## src/rtl/pcpg_pkg.sv

```systemverilog
package pcpg_pkg;
  typedef struct packed {
    logic jmp;
    logic jnc;
    logic page;
  } strobe_t;
endpackage

```

## src/rtl/pcpg_branch.sv

```systemverilog
module pcpg_branch
  import pcpg_pkg::*;
(
  input  logic    step,
  input  strobe_t strb,
  input  logic    carry,
  output logic    taken
);
  always_comb begin
    taken = 1'b0;
    if (step) begin
      if (strb.jmp)
        taken = 1'b1;
      else if (strb.jnc && !carry)
        taken = 1'b1;
    end
  end
endmodule

```

## src/rtl/pcpg_page_reg.sv

```systemverilog
module pcpg_page_reg #(
  parameter int DATA_W = 4
) (
  input  logic              clk,
  input  logic              rst,
  input  logic              load,
  input  logic [DATA_W-1:0] b_val,
  input  logic [DATA_W-1:0] imm,
  output logic [DATA_W-1:0] page_q
);
  logic [DATA_W-1:0] sum_w;

  assign sum_w = b_val + imm;

  always_ff @(posedge clk) begin
    if (rst)
      page_q <= '0;
    else if (load)
      page_q <= sum_w;
  end

  AST_PAGE_LOAD: assert property (@(posedge clk) disable iff (rst)
    load |=> page_q == DATA_W'($past(b_val) + $past(imm)));
  AST_PAGE_KEEP: assert property (@(posedge clk) disable iff (rst)
    !load |=> $stable(page_q));
endmodule

```

## src/rtl/pcpg_counter.sv

```systemverilog
module pcpg_counter #(
  parameter int DATA_W = 4,
  localparam int ADDR_W = 2 * DATA_W
) (
  input  logic              clk,
  input  logic              rst,
  input  logic              step,
  input  logic              taken,
  input  logic [DATA_W-1:0] page,
  input  logic [DATA_W-1:0] target,
  output logic [ADDR_W-1:0] pc_q
);
  always_ff @(posedge clk) begin
    if (rst)
      pc_q <= '0;
    else if (step) begin
      if (taken)
        pc_q <= {page, target};
      else
        pc_q <= pc_q + ADDR_W'(1);
    end
  end

  AST_PC_HOLD: assert property (@(posedge clk) disable iff (rst)
    !step |=> $stable(pc_q));
  AST_PC_INCR: assert property (@(posedge clk) disable iff (rst)
    (step && !taken) |=> pc_q == $past(pc_q) + ADDR_W'(1));
  AST_PC_JUMP: assert property (@(posedge clk) disable iff (rst)
    (step && taken) |=> pc_q == {$past(page), $past(target)});
endmodule

```

## src/rtl/pc_page_unit.sv

```systemverilog
module pc_page_unit
  import pcpg_pkg::*;
#(
  parameter int DATA_W = 4,
  localparam int ADDR_W = 2 * DATA_W
) (
  input  logic              clk,
  input  logic              rst,
  input  logic              step,
  input  logic              op_jmp,
  input  logic              op_jnc,
  input  logic              op_page,
  input  logic              carry,
  input  logic [DATA_W-1:0] b_val,
  input  logic [DATA_W-1:0] imm,
  input  logic [DATA_W-1:0] tgt_sum,
  output logic [ADDR_W-1:0] rom_addr
);
  strobe_t           strb;
  logic              taken;
  logic [DATA_W-1:0] page_q;

  assign strb = '{jmp: op_jmp, jnc: op_jnc, page: op_page};

  pcpg_branch u_branch (
    .step  (step),
    .strb  (strb),
    .carry (carry),
    .taken (taken)
  );

  pcpg_page_reg #(.DATA_W(DATA_W)) u_page (
    .clk    (clk),
    .rst    (rst),
    .load   (step && strb.page),
    .b_val  (b_val),
    .imm    (imm),
    .page_q (page_q)
  );

  pcpg_counter #(.DATA_W(DATA_W)) u_cnt (
    .clk    (clk),
    .rst    (rst),
    .step   (step),
    .taken  (taken),
    .page   (page_q),
    .target (tgt_sum),
    .pc_q   (rom_addr)
  );

  AST_ONE_STROBE: assert property (@(posedge clk) disable iff (rst)
    step |-> $onehot0({op_jmp, op_jnc, op_page}));
  AST_CARRY_BLOCKS: assert property (@(posedge clk) disable iff (rst)
    (step && op_jnc && carry) |=> rom_addr == $past(rom_addr) + ADDR_W'(1));
  AST_PAGE_NO_JUMP: assert property (@(posedge clk) disable iff (rst)
    (step && op_page) |=> rom_addr == $past(rom_addr) + ADDR_W'(1));
endmodule

```

## config.mk

```make
export PLATFORM = sky130hd
export DESIGN_NAME = pc_page_unit
export DESIGN_NICKNAME = d
export VERILOG_FILES = /design/src/rtl/pcpg_pkg.sv /design/src/rtl/pcpg_branch.sv /design/src/rtl/pcpg_page_reg.sv /design/src/rtl/pcpg_counter.sv /design/src/rtl/pc_page_unit.sv
export SDC_FILE = /design/constraint.sdc
export NUM_CORES = 1
export LEC_CHECK = 0
export BUFFER_PORTS_ARGS = -buffer_cell sky130_fd_sc_hd__buf_4
export CAP_MARGIN = 30
export CORE_ASPECT_RATIO = 1.75
export CORE_MARGIN = 4
export CORE_UTILIZATION = 29
export DETAILED_ROUTE_END_ITERATION = 10
export GPL_TIMING_DRIVEN = 0
export PLACE_DENSITY_LB_ADDON = 0.08
export SYNTH_ARGS = -nofsm -noshare
export SYNTH_HDL_FRONTEND = slang
export SYNTH_SLANG_ARGS = --single-unit
```

## constraint.sdc

```tcl
create_clock -name clk -period 2.3 [get_ports clk]
set_input_delay 0.46 -clock clk [delete_from_list [all_inputs] [get_ports clk]]
set_output_delay 0.46 -clock clk [all_outputs]
set_load 0.005 [all_outputs]
```

# Word level (Yosys, flattened, before mapping)
# Cells that the tools add are included.
# W data, S select, Z words.
[classes]
n_addsub = 2
n_mux = 4
n_reduce_logical = 3
[op_table]
columns = ["op", "n"]
rows = [
  ["$add A8 B1 Y8 const B", 1],
  ["$mux W8", 1],
  ["$add A4 B4 Y4", 1],
  ["$mux W1", 3],
  ["$logic_and A1 B1 Y1", 2],
  ["$logic_not A1 Y1", 1],
]
[word_totals]
register_bits = 12
in_bits = 19
output_inout_bits = 8
wordCells = 11

# Longest topological paths before layout
[logic_depth]
depth_word = 6
mapped_depth = 5
ltp_nobuf = 5

# Cells and area by module
# From an unflattened synthesis, not the netlist that was laid out.
[unflattened]
hier_cells = 91
hier_area_um2 = 783.3
[modules_own_cells]
columns = ["mod", "n_inst", "cells_each", "area_per_inst_um2"]
rows = [
  ["pcpg_counter", 1, 65, 515.5],
  ["pcpg_page_reg", 1, 23, 240.2],
  ["pcpg_branch", 1, 2, 21.3],
  ["pc_page_unit", 1, 1, 6.3],
]

# Worst setup path after synthesis
# Ideal clock, no wire load.
[synth_timing]
path_type = "input -> register"
startpoint = "input port b_val[0]"
endpoint = "register u_page.page_q[2]"
setup_ns = 0.086
t_arrival_ns = 1.353
required_time_ns = 2.214
slack_ns = 0.861
cell_stages = 4
path_buffers = 0
path_cell_list = "ha_1 -> fa_1 -> xnor2_1 -> a211oi_1"
[synth_between]
elab_chain_len = 1
[synth_rtl]
columns = ["element", "line_no", "rtl"]
rows = [
  ["start: declaration", "pc_page_unit.sv:14", "input logic [DATA_W-1:0] b_val,"],
  ["$add A4 B4 Y4", "pcpg_page_reg.sv:13", "assign sum_w = b_val + imm;"],
  ["end signal: assignment", "pcpg_page_reg.sv:19", "page_q <= sum_w;"],
  ["end: declaration", "pcpg_page_reg.sv:9", "output logic [DATA_W-1:0] page_q"],
]
# Every way passes these cells.
# A chain may end at the register's enable or synchronous reset.

# Final worst setup path
[layout_timing]
startpoint = "register u_cnt.pc_q[0]"
endpoint = "register u_cnt.pc_q[4]"
[layout_between]
elab_chain_len = 2
[layout_rtl]
columns = ["element", "line_no", "rtl"]
rows = [
  ["start: declaration", "pcpg_counter.sv:11", "output logic [ADDR_W-1:0] pc_q"],
  ["start signal: assignment", "pcpg_counter.sv:18", "pc_q <= {page, target};"],
  ["start signal: assignment", "pcpg_counter.sv:20", "pc_q <= pc_q + ADDR_W'(1);"],
  ["$add A8 B1 Y8", "pcpg_counter.sv:20", ""],
  ["$mux W8", "pcpg_counter.sv:17", "if (taken)"],
]
# Every way passes these cells.

==> results by group <==
Routing
  • DR pass1 iterations: 4
  • Initial drt markers: 33
  • Average wire per standard cell: 14.8 µm
  • Routed Wire Length: approximately 2100 µm
  • Post-DRT Antenna Nets: 0
  • Drc violations: 0
  • DR vias: ~800
  • Post-DR vias/cell: 5.59

Critical path
  • CP max-delay cell: dfxtp_1
  • Worst Path Arrival: around 1600 ps
  • Critical path type: register to register
  • Peak per-stage delay on the critical path: 440 ps
  • CP required: about 2500 ps
  • Setup crit start kind: register
  • Buf/Inv on CP: 0
  • Largest delay share family, worst path: simple AND/OR/NAND/NOR gates
  • CP Capture Type: register
  • Worst-path fanout max: 6
  • Crit-path cells: ha_1, and3_1, nor4b_1, a21oi_1, o21ai_0

Clock tree
  • Cells resized by post-CTS repair: 0
  • Hold_buf cts: 0
  • Postcts setup bufs: 0
  • Clk Latency, worst-skew pair: ~240 ps
  • Clk sinks: 12
  • Clock slew at reported path FFs: 50 ps
  • CTS tree: yes
  • CTS buffer count: 3
  • Root Buffer: clkbuf_8
  • H-tree depth: 1
  • Bufs on Longest Clock Path: 2

Pwr
  • Worst VDD drop: 0.000210 V
  • Leak: 0.437 nW
  • Power Dens Cells: 519 nW/µm²

Final layout
  • Antenna cells: 0
  • Final core utilization: 0.412
  • Fillers: 276
  • FF+latch area: around 240 µm²
  • NumNets Final: around 140
  • Area added between synthesis and finish: 34.9%
  • Share of layout cells above drive strength 1: 0.308
  • Multi-input logic area: 495 µm²
  • Fin area: ~1000 µm²

Yosys
  • Syn Nets: roughly 110
  • Ys async rst share: 0
  • Cell taking the most area after synthesis: dfxtp_1
  • Synth warn: 0
  • Ys flop type: dfxtp_1
  • Post-synth EDFFs: 0
  • Post-synthesis register bit count: 12
  • Synth area leaders: dfxtp_1, ha_1, nor4b_1
  • Distinct cells, synth: 35
  • Post-Syn Area: 771 µm²
  • Most common cell in the netlist: dfxtp_1
  • Yosys top cell area share: 0.312
  • Post-synth top cells: dfxtp_1, a21oi_1, nor2_1
  • Register area share after synthesis: 0.312
  • Syn Inst Count: 88
  • Syn avg cell area: just under 9 µm²

Timing
  • Part of the cycle the worst path needs: 0.619
  • Setup ws final: roughly 880 ps
  • Hold WS: a little under 500 ps
  • Fmax: ~0.70 GHz
  • Worst Max-Slew Pin Slew: 476 ps
  • Final min period: 1420 ps
  • Clock Skews: 6.81 ps
  • Slew margin rel.: 0.683
  • RSZ-0062 raised after global routing: false
  • Final setup violation count: 0
  • Final Hold Fails: 0
  • Final TNS setup: 0 ps
  • Slew Viols, Final: 0

Global route
  • Number of global-route vias before repair: about 760
  • Initial antenna violation count: 0
  • GRT Residual Overflow: 0
  • Pin count of the biggest net entering global routing: 11
  • First-pass GRT wire length: 3320 µm
  • GRT Resource Usage Total: 0.126

Floorplanning
  • Die X: approximately 47 µm
  • # IOs: 27
  • Die height: between 70 and 80 µm
  • Core area: 2520 µm²
  • Die area: about 3600 µm²
  • Rows: 24
  • Initial Util: 0.306

Worst hold path
  • Worst Hold Class: register to register

Run
  • Max Cap Viol: 0

Placement
  • Final HPWL DP: around 1600 µm
  • DP Worst Slack: 662 ps
  • Port Buffers: 26
  • RePlAce Congestion: 0.775
  • Dpl cell area: 998 µm²

Run status
  • Run status: complete, no violations
tightest hold or removal path, delay by kind of cell (launching register included):
| family | cells | cell delay, ps |
|---|---|---|
| and+or+nand+nor | 1 | 70 |
| muxes | 1 | 60 |
| DFF | 1 | 330 |
layer usage:
metal,GRT usage,vias up,part of all wire
met1,0.140,370,0.38
met4,0.0776,0,0.022
met3,0.0260,5,0.075
met2,0.204,34,0.52
met5,0,-,0
li1,-,390,-
cell usage in the layout (no fill, tap or decap), drive strengths merged, types with 4 or more instances in the layout:
master  instances
nand2           4
ha              4
o21ai           4
nor2            7
dfxtp          12
nor4b           4
nand3b          4
clkbuf          4
buf            31
a21oi           6
logic make-up (layout without fill, tap and decap cells):
logic type,Yosys count,in the layout,share of synthesized area
buffers and inverters,7,36,0.0454
adder cells (fa/ha/maj),5,5,0.0909
AO/OA/AOI/OAI,23,23,0.193
XOR/XNOR,3,3,0.0341
multiplexers,3,3,0.0390
flip-flops,12,12,0.312
AND/OR/NAND/NOR,35,35,0.286
per-stage QoR:
step	instances	total power [mW]
after CTS	143	0.547
final	143	0.539
after global placement	140	0.351
after detailed placement	140	0.354
after global routing	143	0.567
after floorplan	88	0.296
area by class of cell:
type / instances / area share
Sequential cell: 12 / 0.231
Buffer: 6 / 0.0301
Inverter: 1 / 0.00361
Tap cell: 26 / 0.0313
Multi-Input combinational cell: 69 / 0.477
Clock buffer: 3 / 0.0397
Timing Repair Buffer: 26 / 0.188
state kept, by name, summed over array words and instances, names as in the netlist:
register and flops:
u_cnt.pc_q 8, u_page.page_q 4
power breakdown:
group	internal [mW]	total, mW	switching (mW)
Clock	0.115	0.191	0.0759
Sequential	0.221	0.234	0.0130
Combinational	0.0631	0.115	0.0514
Total	0.399	0.539	0.140
final timing paths:
check,slack (ps),cells past startpoint,startpoint,to
worst max register to register,880,5,u_cnt.pc_q[0],u_cnt.pc_q[4]
worst min-delay path,500,2,u_page.page_q[1],u_page.page_q[1]
worst min register to register,500,2,u_page.page_q[1],u_page.page_q[1]
worst max-delay path,880,5,u_cnt.pc_q[0],u_cnt.pc_q[4]
(Power assumes the default switching activity.)
